==> src/rtl/dram_ctrl_pkg.sv <==
package dram_ctrl_pkg;

  typedef enum logic [2:0] {
    ST_IDLE,
    ST_REF,
    ST_RCD,
    ST_COL,
    ST_LAT
  } ctrl_state_e;

endpackage

==> src/rtl/dram_addr_split.sv <==
module dram_addr_split #(
  parameter int ROW_W = 12,
  parameter int COL_W = 9,
  localparam int ADDR_W = ROW_W + COL_W
) (
  input  logic [ADDR_W-1:0] addr,
  output logic [ROW_W-1:0]  row,
  output logic [COL_W-1:0]  col
);

  // upper field selects the row, lower field the column
  assign row = addr[ADDR_W-1:COL_W];
  assign col = addr[COL_W-1:0];

endmodule

==> src/rtl/dram_refresh_timer.sv <==
module dram_refresh_timer #(
  parameter int INTERVAL = 1562,
  parameter int ROW_W    = 12
) (
  input  logic             clk,
  input  logic             rst,
  input  logic             ack,
  output logic             pend,
  output logic [ROW_W-1:0] row
);

  localparam int CW = $clog2(INTERVAL + 1);

  logic [CW-1:0] cnt;
  logic          tick;

  assign tick = (cnt == CW'(INTERVAL - 1));

  // free-running: spacing does not depend on when the refresh was served
  always_ff @(posedge clk) begin
    if (rst) begin
      cnt  <= '0;
      pend <= 1'b0;
      row  <= '0;
    end else begin
      cnt <= tick ? '0 : cnt + CW'(1);
      if (tick)     pend <= 1'b1;
      else if (ack) pend <= 1'b0;
      if (ack)      row  <= row + ROW_W'(1);
    end
  end

  p_ack_needs_pend_r6: assert property (@(posedge clk) disable iff (rst)
    ack |-> pend);

  p_pend_drops_r5: assert property (@(posedge clk) disable iff (rst)
    (ack && !tick) |=> !pend);

  p_row_steps_r5: assert property (@(posedge clk) disable iff (rst)
    ack |=> (row == $past(row) + ROW_W'(1)));

endmodule

==> src/rtl/dram_burst_capture.sv <==
module dram_burst_capture #(
  parameter int DATA_W    = 16,
  parameter int BURST_LEN = 4,
  parameter int T_CL      = 2
) (
  input  logic              clk,
  input  logic              rst,
  input  logic              launch,
  input  logic [DATA_W-1:0] din,
  output logic [DATA_W-1:0] rd_data,
  output logic              rd_valid,
  output logic              last
);

  localparam int BW = $clog2(BURST_LEN + 1);

  logic [T_CL-1:0] dly;
  logic [BW-1:0]   left;
  logic            start;
  logic            window;

  // latency line from the column strobe to the first data beat
  generate
    if (T_CL == 1) begin : g_lat1
      always_ff @(posedge clk) begin
        if (rst) dly <= '0;
        else     dly <= launch;
      end
    end else begin : g_latn
      always_ff @(posedge clk) begin
        if (rst) dly <= '0;
        else     dly <= {dly[T_CL-2:0], launch};
      end
    end
  endgenerate

  assign start  = dly[T_CL-1];
  assign window = start || (left != '0);
  assign last   = window && (start ? (BURST_LEN == 1) : (left == BW'(1)));

  always_ff @(posedge clk) begin
    if (rst) begin
      left     <= '0;
      rd_valid <= 1'b0;
      rd_data  <= '0;
    end else begin
      rd_valid <= window;
      if (window) rd_data <= din;
      if (start)            left <= BW'(BURST_LEN - 1);
      else if (left != '0)  left <= left - BW'(1);
    end
  end

  p_no_overlap_r3: assert property (@(posedge clk) disable iff (rst)
    launch |-> (left == '0 && !start));

  p_last_ends_r3: assert property (@(posedge clk) disable iff (rst)
    (last && !launch) |=> (left == '0));

endmodule

==> src/rtl/dram_ctrl_fsm.sv <==
module dram_ctrl_fsm
  import dram_ctrl_pkg::*;
#(
  parameter int ROW_W      = 12,
  parameter int COL_W      = 9,
  parameter int DATA_W     = 16,
  parameter int T_RCD      = 2,
  parameter int REF_CYCLES = 4,
  localparam int PIN_W     = (ROW_W > COL_W) ? ROW_W : COL_W
) (
  input  logic              clk,
  input  logic              rst,
  input  logic              req_valid,
  input  logic              req_write,
  input  logic [ROW_W-1:0]  req_row,
  input  logic [COL_W-1:0]  req_col,
  input  logic [DATA_W-1:0] req_wdata,
  output logic              req_ready,
  input  logic              ref_pend,
  input  logic [ROW_W-1:0]  ref_row,
  output logic              ref_ack,
  output logic              launch,
  input  logic              burst_last,
  output logic              mem_cs,
  output logic              mem_row_stb,
  output logic              mem_col_stb,
  output logic              mem_wr,
  output logic [PIN_W-1:0]  mem_a,
  output logic [DATA_W-1:0] mem_dout,
  output logic              mem_doe
);

  localparam int MAXC = (T_RCD > REF_CYCLES) ? T_RCD : REF_CYCLES;
  localparam int CW   = $clog2(MAXC + 1);

  ctrl_state_e       state;
  logic [CW-1:0]     cnt;
  logic [COL_W-1:0]  col_q;
  logic              wr_q;
  logic [DATA_W-1:0] wdata_q;

  assign req_ready = (state == ST_IDLE) && !ref_pend;
  assign ref_ack   = (state == ST_IDLE) && ref_pend;
  assign launch    = (state == ST_COL) && !wr_q;

  // outputs are loaded with the values of the state being entered
  always_ff @(posedge clk) begin
    if (rst) begin
      state       <= ST_IDLE;
      cnt         <= '0;
      col_q       <= '0;
      wr_q        <= 1'b0;
      wdata_q     <= '0;
      mem_cs      <= 1'b0;
      mem_row_stb <= 1'b0;
      mem_col_stb <= 1'b0;
      mem_wr      <= 1'b0;
      mem_a       <= '0;
      mem_dout    <= '0;
      mem_doe     <= 1'b0;
    end else begin
      case (state)
        ST_IDLE: begin
          if (ref_pend) begin
            state       <= ST_REF;
            cnt         <= '0;
            mem_cs      <= 1'b1;
            mem_row_stb <= 1'b1;
            mem_wr      <= 1'b0;
            mem_a       <= PIN_W'(ref_row);
          end else if (req_valid) begin
            state       <= ST_RCD;
            cnt         <= '0;
            col_q       <= req_col;
            wr_q        <= req_write;
            wdata_q     <= req_wdata;
            mem_cs      <= 1'b1;
            mem_row_stb <= 1'b1;
            mem_wr      <= req_write;
            mem_a       <= PIN_W'(req_row);
          end
        end
        ST_REF: begin
          if (cnt == CW'(REF_CYCLES - 1)) begin
            state       <= ST_IDLE;
            mem_cs      <= 1'b0;
            mem_row_stb <= 1'b0;
            mem_a       <= '0;
          end else begin
            cnt <= cnt + CW'(1);
          end
        end
        ST_RCD: begin
          if (cnt == CW'(T_RCD - 1)) begin
            state       <= ST_COL;
            mem_col_stb <= 1'b1;
            mem_a       <= PIN_W'(col_q);
            mem_doe     <= wr_q;
            if (wr_q) mem_dout <= wdata_q;
          end else begin
            cnt <= cnt + CW'(1);
          end
        end
        ST_COL: begin
          mem_col_stb <= 1'b0;
          mem_doe     <= 1'b0;
          if (wr_q) begin
            state       <= ST_IDLE;
            mem_cs      <= 1'b0;
            mem_row_stb <= 1'b0;
            mem_wr      <= 1'b0;
            mem_a       <= '0;
          end else begin
            state <= ST_LAT;
          end
        end
        ST_LAT: begin
          if (burst_last) begin
            state       <= ST_IDLE;
            mem_cs      <= 1'b0;
            mem_row_stb <= 1'b0;
            mem_wr      <= 1'b0;
            mem_a       <= '0;
          end
        end
        default: state <= ST_IDLE;
      endcase
    end
  end

  p_col_in_row_r2: assert property (@(posedge clk) disable iff (rst)
    mem_col_stb |-> (mem_row_stb && mem_cs));

  p_single_col_r3: assert property (@(posedge clk) disable iff (rst)
    mem_col_stb |=> !mem_col_stb);

  p_hold_ctl_r7: assert property (@(posedge clk) disable iff (rst)
    (mem_row_stb && $past(mem_row_stb)) |-> ($stable(mem_cs) && $stable(mem_wr)));

  p_gap_quiet_r7: assert property (@(posedge clk) disable iff (rst)
    $fell(mem_row_stb) |-> (!mem_cs && !mem_col_stb && !mem_doe));

  p_ready_quiet_r6: assert property (@(posedge clk) disable iff (rst)
    req_ready |-> (!mem_row_stb && !mem_col_stb));

endmodule

==> src/rtl/dram_burst_ctrl.sv <==
module dram_burst_ctrl #(
  parameter int ROW_W        = 12,
  parameter int COL_W        = 9,
  parameter int DATA_W       = 16,
  parameter int BURST_LEN    = 4,
  parameter int T_RCD        = 2,
  parameter int T_CL         = 2,
  parameter int REF_CYCLES   = 4,
  parameter int REF_INTERVAL = 1562,
  localparam int ADDR_W      = ROW_W + COL_W,
  localparam int PIN_W       = (ROW_W > COL_W) ? ROW_W : COL_W
) (
  input  logic              clk,
  input  logic              rst,
  input  logic              req_valid,
  input  logic              req_write,
  input  logic [ADDR_W-1:0] req_addr,
  input  logic [DATA_W-1:0] req_wdata,
  output logic              req_ready,
  output logic [DATA_W-1:0] rd_data,
  output logic              rd_valid,
  output logic              mem_cs,
  output logic              mem_row_stb,
  output logic              mem_col_stb,
  output logic              mem_wr,
  output logic [PIN_W-1:0]  mem_a,
  output logic [DATA_W-1:0] mem_dout,
  output logic              mem_doe,
  input  logic [DATA_W-1:0] mem_din
);

  logic [ROW_W-1:0] req_row;
  logic [COL_W-1:0] req_col;
  logic             ref_pend;
  logic             ref_ack;
  logic [ROW_W-1:0] ref_row;
  logic             launch;
  logic             burst_last;

  dram_addr_split #(.ROW_W(ROW_W), .COL_W(COL_W)) u_split (
    .addr (req_addr),
    .row  (req_row),
    .col  (req_col)
  );

  dram_refresh_timer #(.INTERVAL(REF_INTERVAL), .ROW_W(ROW_W)) u_timer (
    .clk  (clk),
    .rst  (rst),
    .ack  (ref_ack),
    .pend (ref_pend),
    .row  (ref_row)
  );

  dram_ctrl_fsm #(
    .ROW_W(ROW_W), .COL_W(COL_W), .DATA_W(DATA_W),
    .T_RCD(T_RCD), .REF_CYCLES(REF_CYCLES)
  ) u_fsm (
    .clk         (clk),
    .rst         (rst),
    .req_valid   (req_valid),
    .req_write   (req_write),
    .req_row     (req_row),
    .req_col     (req_col),
    .req_wdata   (req_wdata),
    .req_ready   (req_ready),
    .ref_pend    (ref_pend),
    .ref_row     (ref_row),
    .ref_ack     (ref_ack),
    .launch      (launch),
    .burst_last  (burst_last),
    .mem_cs      (mem_cs),
    .mem_row_stb (mem_row_stb),
    .mem_col_stb (mem_col_stb),
    .mem_wr      (mem_wr),
    .mem_a       (mem_a),
    .mem_dout    (mem_dout),
    .mem_doe     (mem_doe)
  );

  dram_burst_capture #(
    .DATA_W(DATA_W), .BURST_LEN(BURST_LEN), .T_CL(T_CL)
  ) u_cap (
    .clk      (clk),
    .rst      (rst),
    .launch   (launch),
    .din      (mem_din),
    .rd_data  (rd_data),
    .rd_valid (rd_valid),
    .last     (burst_last)
  );

  p_valid_only_in_read_r3: assert property (@(posedge clk) disable iff (rst)
    rd_valid |-> (mem_row_stb || $past(mem_row_stb)));

endmodule

==> config.mk <==
export PLATFORM = sky130hd
export DESIGN_NAME = dram_burst_ctrl
export DESIGN_NICKNAME = d
export VERILOG_FILES = /design/src/rtl/dram_ctrl_pkg.sv /design/src/rtl/dram_addr_split.sv /design/src/rtl/dram_refresh_timer.sv /design/src/rtl/dram_burst_capture.sv /design/src/rtl/dram_ctrl_fsm.sv /design/src/rtl/dram_burst_ctrl.sv
export SDC_FILE = /design/constraint.sdc
export NUM_CORES = 1
export LEC_CHECK = 0
export ABC_CLOCK_PERIOD_IN_PS = 5550
export BUFFER_PORTS_ARGS = -buffer_cell sky130_fd_sc_hd__buf_2
export CAP_MARGIN = 40
export CORE_ASPECT_RATIO = 1.1
export CORE_MARGIN = 8
export CORE_UTILIZATION = 59
export CTS_CLUSTER_DIAMETER = 40
export DETAILED_ROUTE_END_ITERATION = 16
export MAX_ROUTING_LAYER = met4
export PLACE_DENSITY = 0.82
export SYNTH_ARGS = -nofsm -noshare
export SYNTH_HDL_FRONTEND = slang
export SYNTH_HIERARCHICAL = 1
export SYNTH_SLANG_ARGS = --single-unit
==> constraint.sdc <==
create_clock -name clk -period 5.55 [get_ports clk]
set_clock_uncertainty 0.05 [all_clocks]
set_input_delay 0.8325 -clock clk [delete_from_list [all_inputs] [get_ports clk]]
set_output_delay 0.8325 -clock clk [all_outputs]
set_load 0.05 [all_outputs]
==> results.md <==
Detailed routing:
- After detailed routing, the number of remaining DRC violations is 0.
- The total wirelength of the detailed-routed design is 11400 um.
- The number of nets still failing antenna checks after routing is 0.
- The number of vias per cell is 5.50.
- The violation count after the first detailed-route iteration is 326.
- The number of vias after detailed routing is 4145.
- Dividing the detail-routed wire length by the instance count gives 15.2 um.
- The first TritonRoute pass finished after 4 iterations.

Floorplan:
- The vertical die dimension is 114 um.
- The placeable core region is 0.00841 mm^2.
- The initial utilization of the core area, before any placement, comes to 0.607.
- The floorplan die area is 0.0119 mm^2.
- The number of top-level pins is 108.
- The floorplan has 35 rows.
- The die extent in x is 105 um.

Power:
- The static leakage power is 2.49 nW.
- The share of total power dissipated in sequential elements is 0.406.
- In this run the power spent charging and discharging nets is 1.12 mW.
- Across the VDD grid, the largest voltage drop is 293 uV.
- Of the total power, the share spent switching nets is 0.433.
- The total internal power is 1.47 mW.
- The share of power burned in the clock network is 0.177.
- Of the total power, combinational logic draws 0.417.
- Power spread over the standard cell area amounts to 455 mW/mm^2.

Clock tree:
- Post-CTS timing repair inserted 0 buffers for setup.
- The clock passes through at most 2 buffers.
- Clock latency on the worst-skew pair, taken at its later pin, is 0.37 ns.
- The clock tree root driver cell is sky130_fd_sc_hd__clkbuf_8.
- The total clock sinks is 110.
- After clock tree synthesis, the clock-pin slew on the worst setup and hold paths is 0.10 ns.
- The H-tree depth is 3.
- Buffers inserted to repair hold after CTS numbered 0.
- TritonCTS built the clock tree.
- The count of instances resized after the clock tree is built is 0.
- In this run, CTS created clock tree buffers numbering 9.

Finish:
- The multi-input combinational cells in the finished layout cover a total of 0.00251 mm^2.
- The sequential cells in the finished layout cover a total of 0.00220 mm^2.
- The final standard cell utilization of the core is 0.676.
- After the flow finishes, the layout carries non-filler instances totaling 753.
- The net count of the finished layout is 703.
- Of the cells placed in the final design, the portion with a size suffix greater than 1 is 0.215.
- The diode insertion count for antenna repair is 0.
- In the layout the commonest cells are sky130_fd_sc_hd__dfxtp_1 (110), sky130_fd_sc_hd__buf_2 (106), sky130_fd_sc_hd__nand2_1 (63), sky130_fd_sc_hd__a21oi_1 (56), sky130_fd_sc_hd__mux2i_1 (47).
- Counting the fill cells in the layout gives 708.
- The most common library cell in the layout ignoring fill and taps is sky130_fd_sc_hd__dfxtp_1.
- The area growth from synthesis to layout is 11.4%.

Yosys:
- The number of nets in the synthesized netlist is 637.
- In the synthesized netlist, the number of instances is 571.
- The synthesized netlist occupies a cell area of 0.00511 mm^2.
- The predominant post-synthesis flop cell is sky130_fd_sc_hd__dfxtp_1.
- The count of flip-flops with a built-in enable after synthesis is 0.
- After synthesis, the share of flip-flops with an asynchronous set or reset is 0.
- The synthesized area per cell is 8.94 um^2.
- The distinct cell type count of the synthesized netlist is 46.
- The sequential share of the synthesized area is 0.431.
- The flop and latch count out of synthesis is 110.
- The count of synthesis-stage warnings from yosys is 6.

Global route:
- For this run, the total global-route usage over all layers was measured as 0.196.
- The first global-routing pass estimated 19000 um of wire.
- Entering global routing, the biggest net connects 88 pins.
- The via count of the first global-routing pass was 4050.
- The total overflow reported by the global router is 0.
- The number of antenna violations at the first check in global routing is 0.

Timing:
- The hold violation count in the final report is 0.
- Timing would allow up to 385 MHz.
- For the finished layout, the period the worst path requires is 2.60 ns.
- The tightest slew margin relative to the limit is 0.424.
- The share of the cycle needed by the critical path after routing is 0.468.
- The final number of max-transition violations is 0.
- The number of failing setup endpoints in the final timing report is 0.
- The sum of negative setup slack is 0 ns.
- At the pin with the least slew margin, the transition time is 0.865 ns.
- Setup repair after global routing left no endpoint under its margin.

Worst hold path:
- The cell count of the worst hold path is 1.
- The type of the worst min-delay path is reg2reg.

Outcome:
- The flow ran to the end, and the final reports show no timing, DRC or antenna violations.

Placed design:
- The placer's final routability congestion estimate is 0.806.
- During placement, the flow inserted port buffers numbering 107.
- Including well taps, the total number of placed cells is 736.
- The detailed placer's ending HPWL is 8040 um.

Worst setup path:
- The maximum fanout along the worst path is 26.
- STA puts the critical path data required time at 4.67 ns.
- The kind of end point of the critical path is an output pin.
- Counting cells, the worst reg-to-reg path comes to 4.
- At the worst endpoint, the arrival time is 1.71 ns.
- The worst setup path is launched from a register.
- The critical path is of the reg2out type.

Flow run:
- The tool flagged a number of max-cap violations equal to 0.
power by group through the flow:
stage | Combinational, mW | Clock (mW) | Sequential [mW]
after floorplan | 0.630 | 0 | 1.32
after global placement | 1.04 | 0 | 1.06
after detailed placement | 1.08 | 0 | 1.07
after CTS | 1.08 | 0.468 | 1.05
after global routing | 1.17 | 0.501 | 1.07
final | 1.08 | 0.459 | 1.05
final timing paths:
path	start	endpoint	slack [ns]
worst min register to register	u_cap/dly[0]$_SDFF_PP0_	u_cap/dly[1]$_SDFF_PP0_	0.40
worst max register to register	u_fsm/state[1]$_SDFFE_PP0P_	u_fsm/mem_a[3]$_SDFFE_PP0P_	3.13
worst max-delay path	u_fsm/state[1]$_SDFFE_PP0P_	req_ready	2.95
worst min-delay path	u_cap/dly[0]$_SDFF_PP0_	u_cap/dly[1]$_SDFF_PP0_	0.40
synth_stat cells, drive strengths merged, types with 2 or more instances:
cell type | number | area [um^2]
mux2i | 47 | 470
inv | 11 | 41.3
nor4 | 2 | 18.8
nand3 | 18 | 90.1
a211oi | 4 | 30.0
o21ai | 19 | 98.9
o21a | 3 | 22.5
nor4b | 4 | 35.0
xnor2 | 2 | 17.5
or3 | 9 | 56.3
o31ai | 7 | 57.6
nand4 | 7 | 50.1
a21oi | 56 | 280
xor2 | 5 | 43.8
ha | 9 | 113
a211o | 2 | 17.5
buf | 43 | 299
clkbuf | 15 | 56.3
nor2b | 17 | 106
nand2 | 63 | 236
a21o | 10 | 75.1
or2b | 2 | 15.0
nor2 | 33 | 124
and2 | 2 | 12.5
or3b | 2 | 17.5
nand2b | 35 | 219
dfxtp | 110 | 2200
mux2 | 13 | 146
or4 | 9 | 67.6
nor3 | 6 | 30.0
routing by layer:
layer / track usage / vias to the layer above / share of wire
li1: - / 2078 / -
met1: 0.227 / 1923 / 0.45
met2: 0.324 / 124 / 0.48
met3: 0.0502 / 20 / 0.051
met4: 0.0695 / 0 / 0.018
met5: - / - / 0
critical path: stages (launching register included):
cell	delay, ns
sky130_fd_sc_hd__dfxtp_1	0.56
sky130_fd_sc_hd__nor4_2	0.45
sky130_fd_sc_hd__buf_2	0.34
final cells by class:
| type | count | share of cell area |
|---|---|---|
| Clock buffer | 10 | 0.0224 |
| Clock inverter | 6 | 0.00902 |
| Inverter | 11 | 0.00726 |
| Multi-Input combinational cell | 392 | 0.441 |
| Sequential cell | 110 | 0.387 |
| Tap cell | 111 | 0.0244 |
| Timing Repair Buffer | 113 | 0.109 |
metrics by stage:
stage          hold WS, ns  cell area (um^2)  power [mW]  setup slack (ns)
5_1_grt              0.418              5690        2.74              2.84
4_1_cts              0.403              5670        2.60              2.90
2_1_floorplan        0.364              5110        1.95              3.16
6_report             0.400              5690        2.59              2.95
3_3_place_gp         0.369              5450        2.10              3.04
3_5_place_dp         0.378              5490        2.14              2.99
state kept, by name, summed over array words and instances (netlist names), 2 cells and up:
signal,cells
u_fsm/wdata_q,16
u_fsm/mem_dout,16
u_timer/cnt,11
u_cap/left,3
u_fsm/state,3
u_fsm/col_q,9
u_fsm/mem_a,12
u_cap/dly,2
u_timer/row,12
u_cap/rd_data,16
u_fsm/cnt,3
cells by family after synthesis:
kind of cell,count (synthesis),synth area share
flip-flops,110,0.431
buffers and inverters,69,0.0777
AO/OA/AOI/OAI,104,0.120
AND/OR/NAND/NOR,212,0.217
adder cells (fa/ha/maj),9,0.0220
XOR/XNOR,7,0.0120
multiplexers,60,0.121
(Power assumes the default switching activity.)
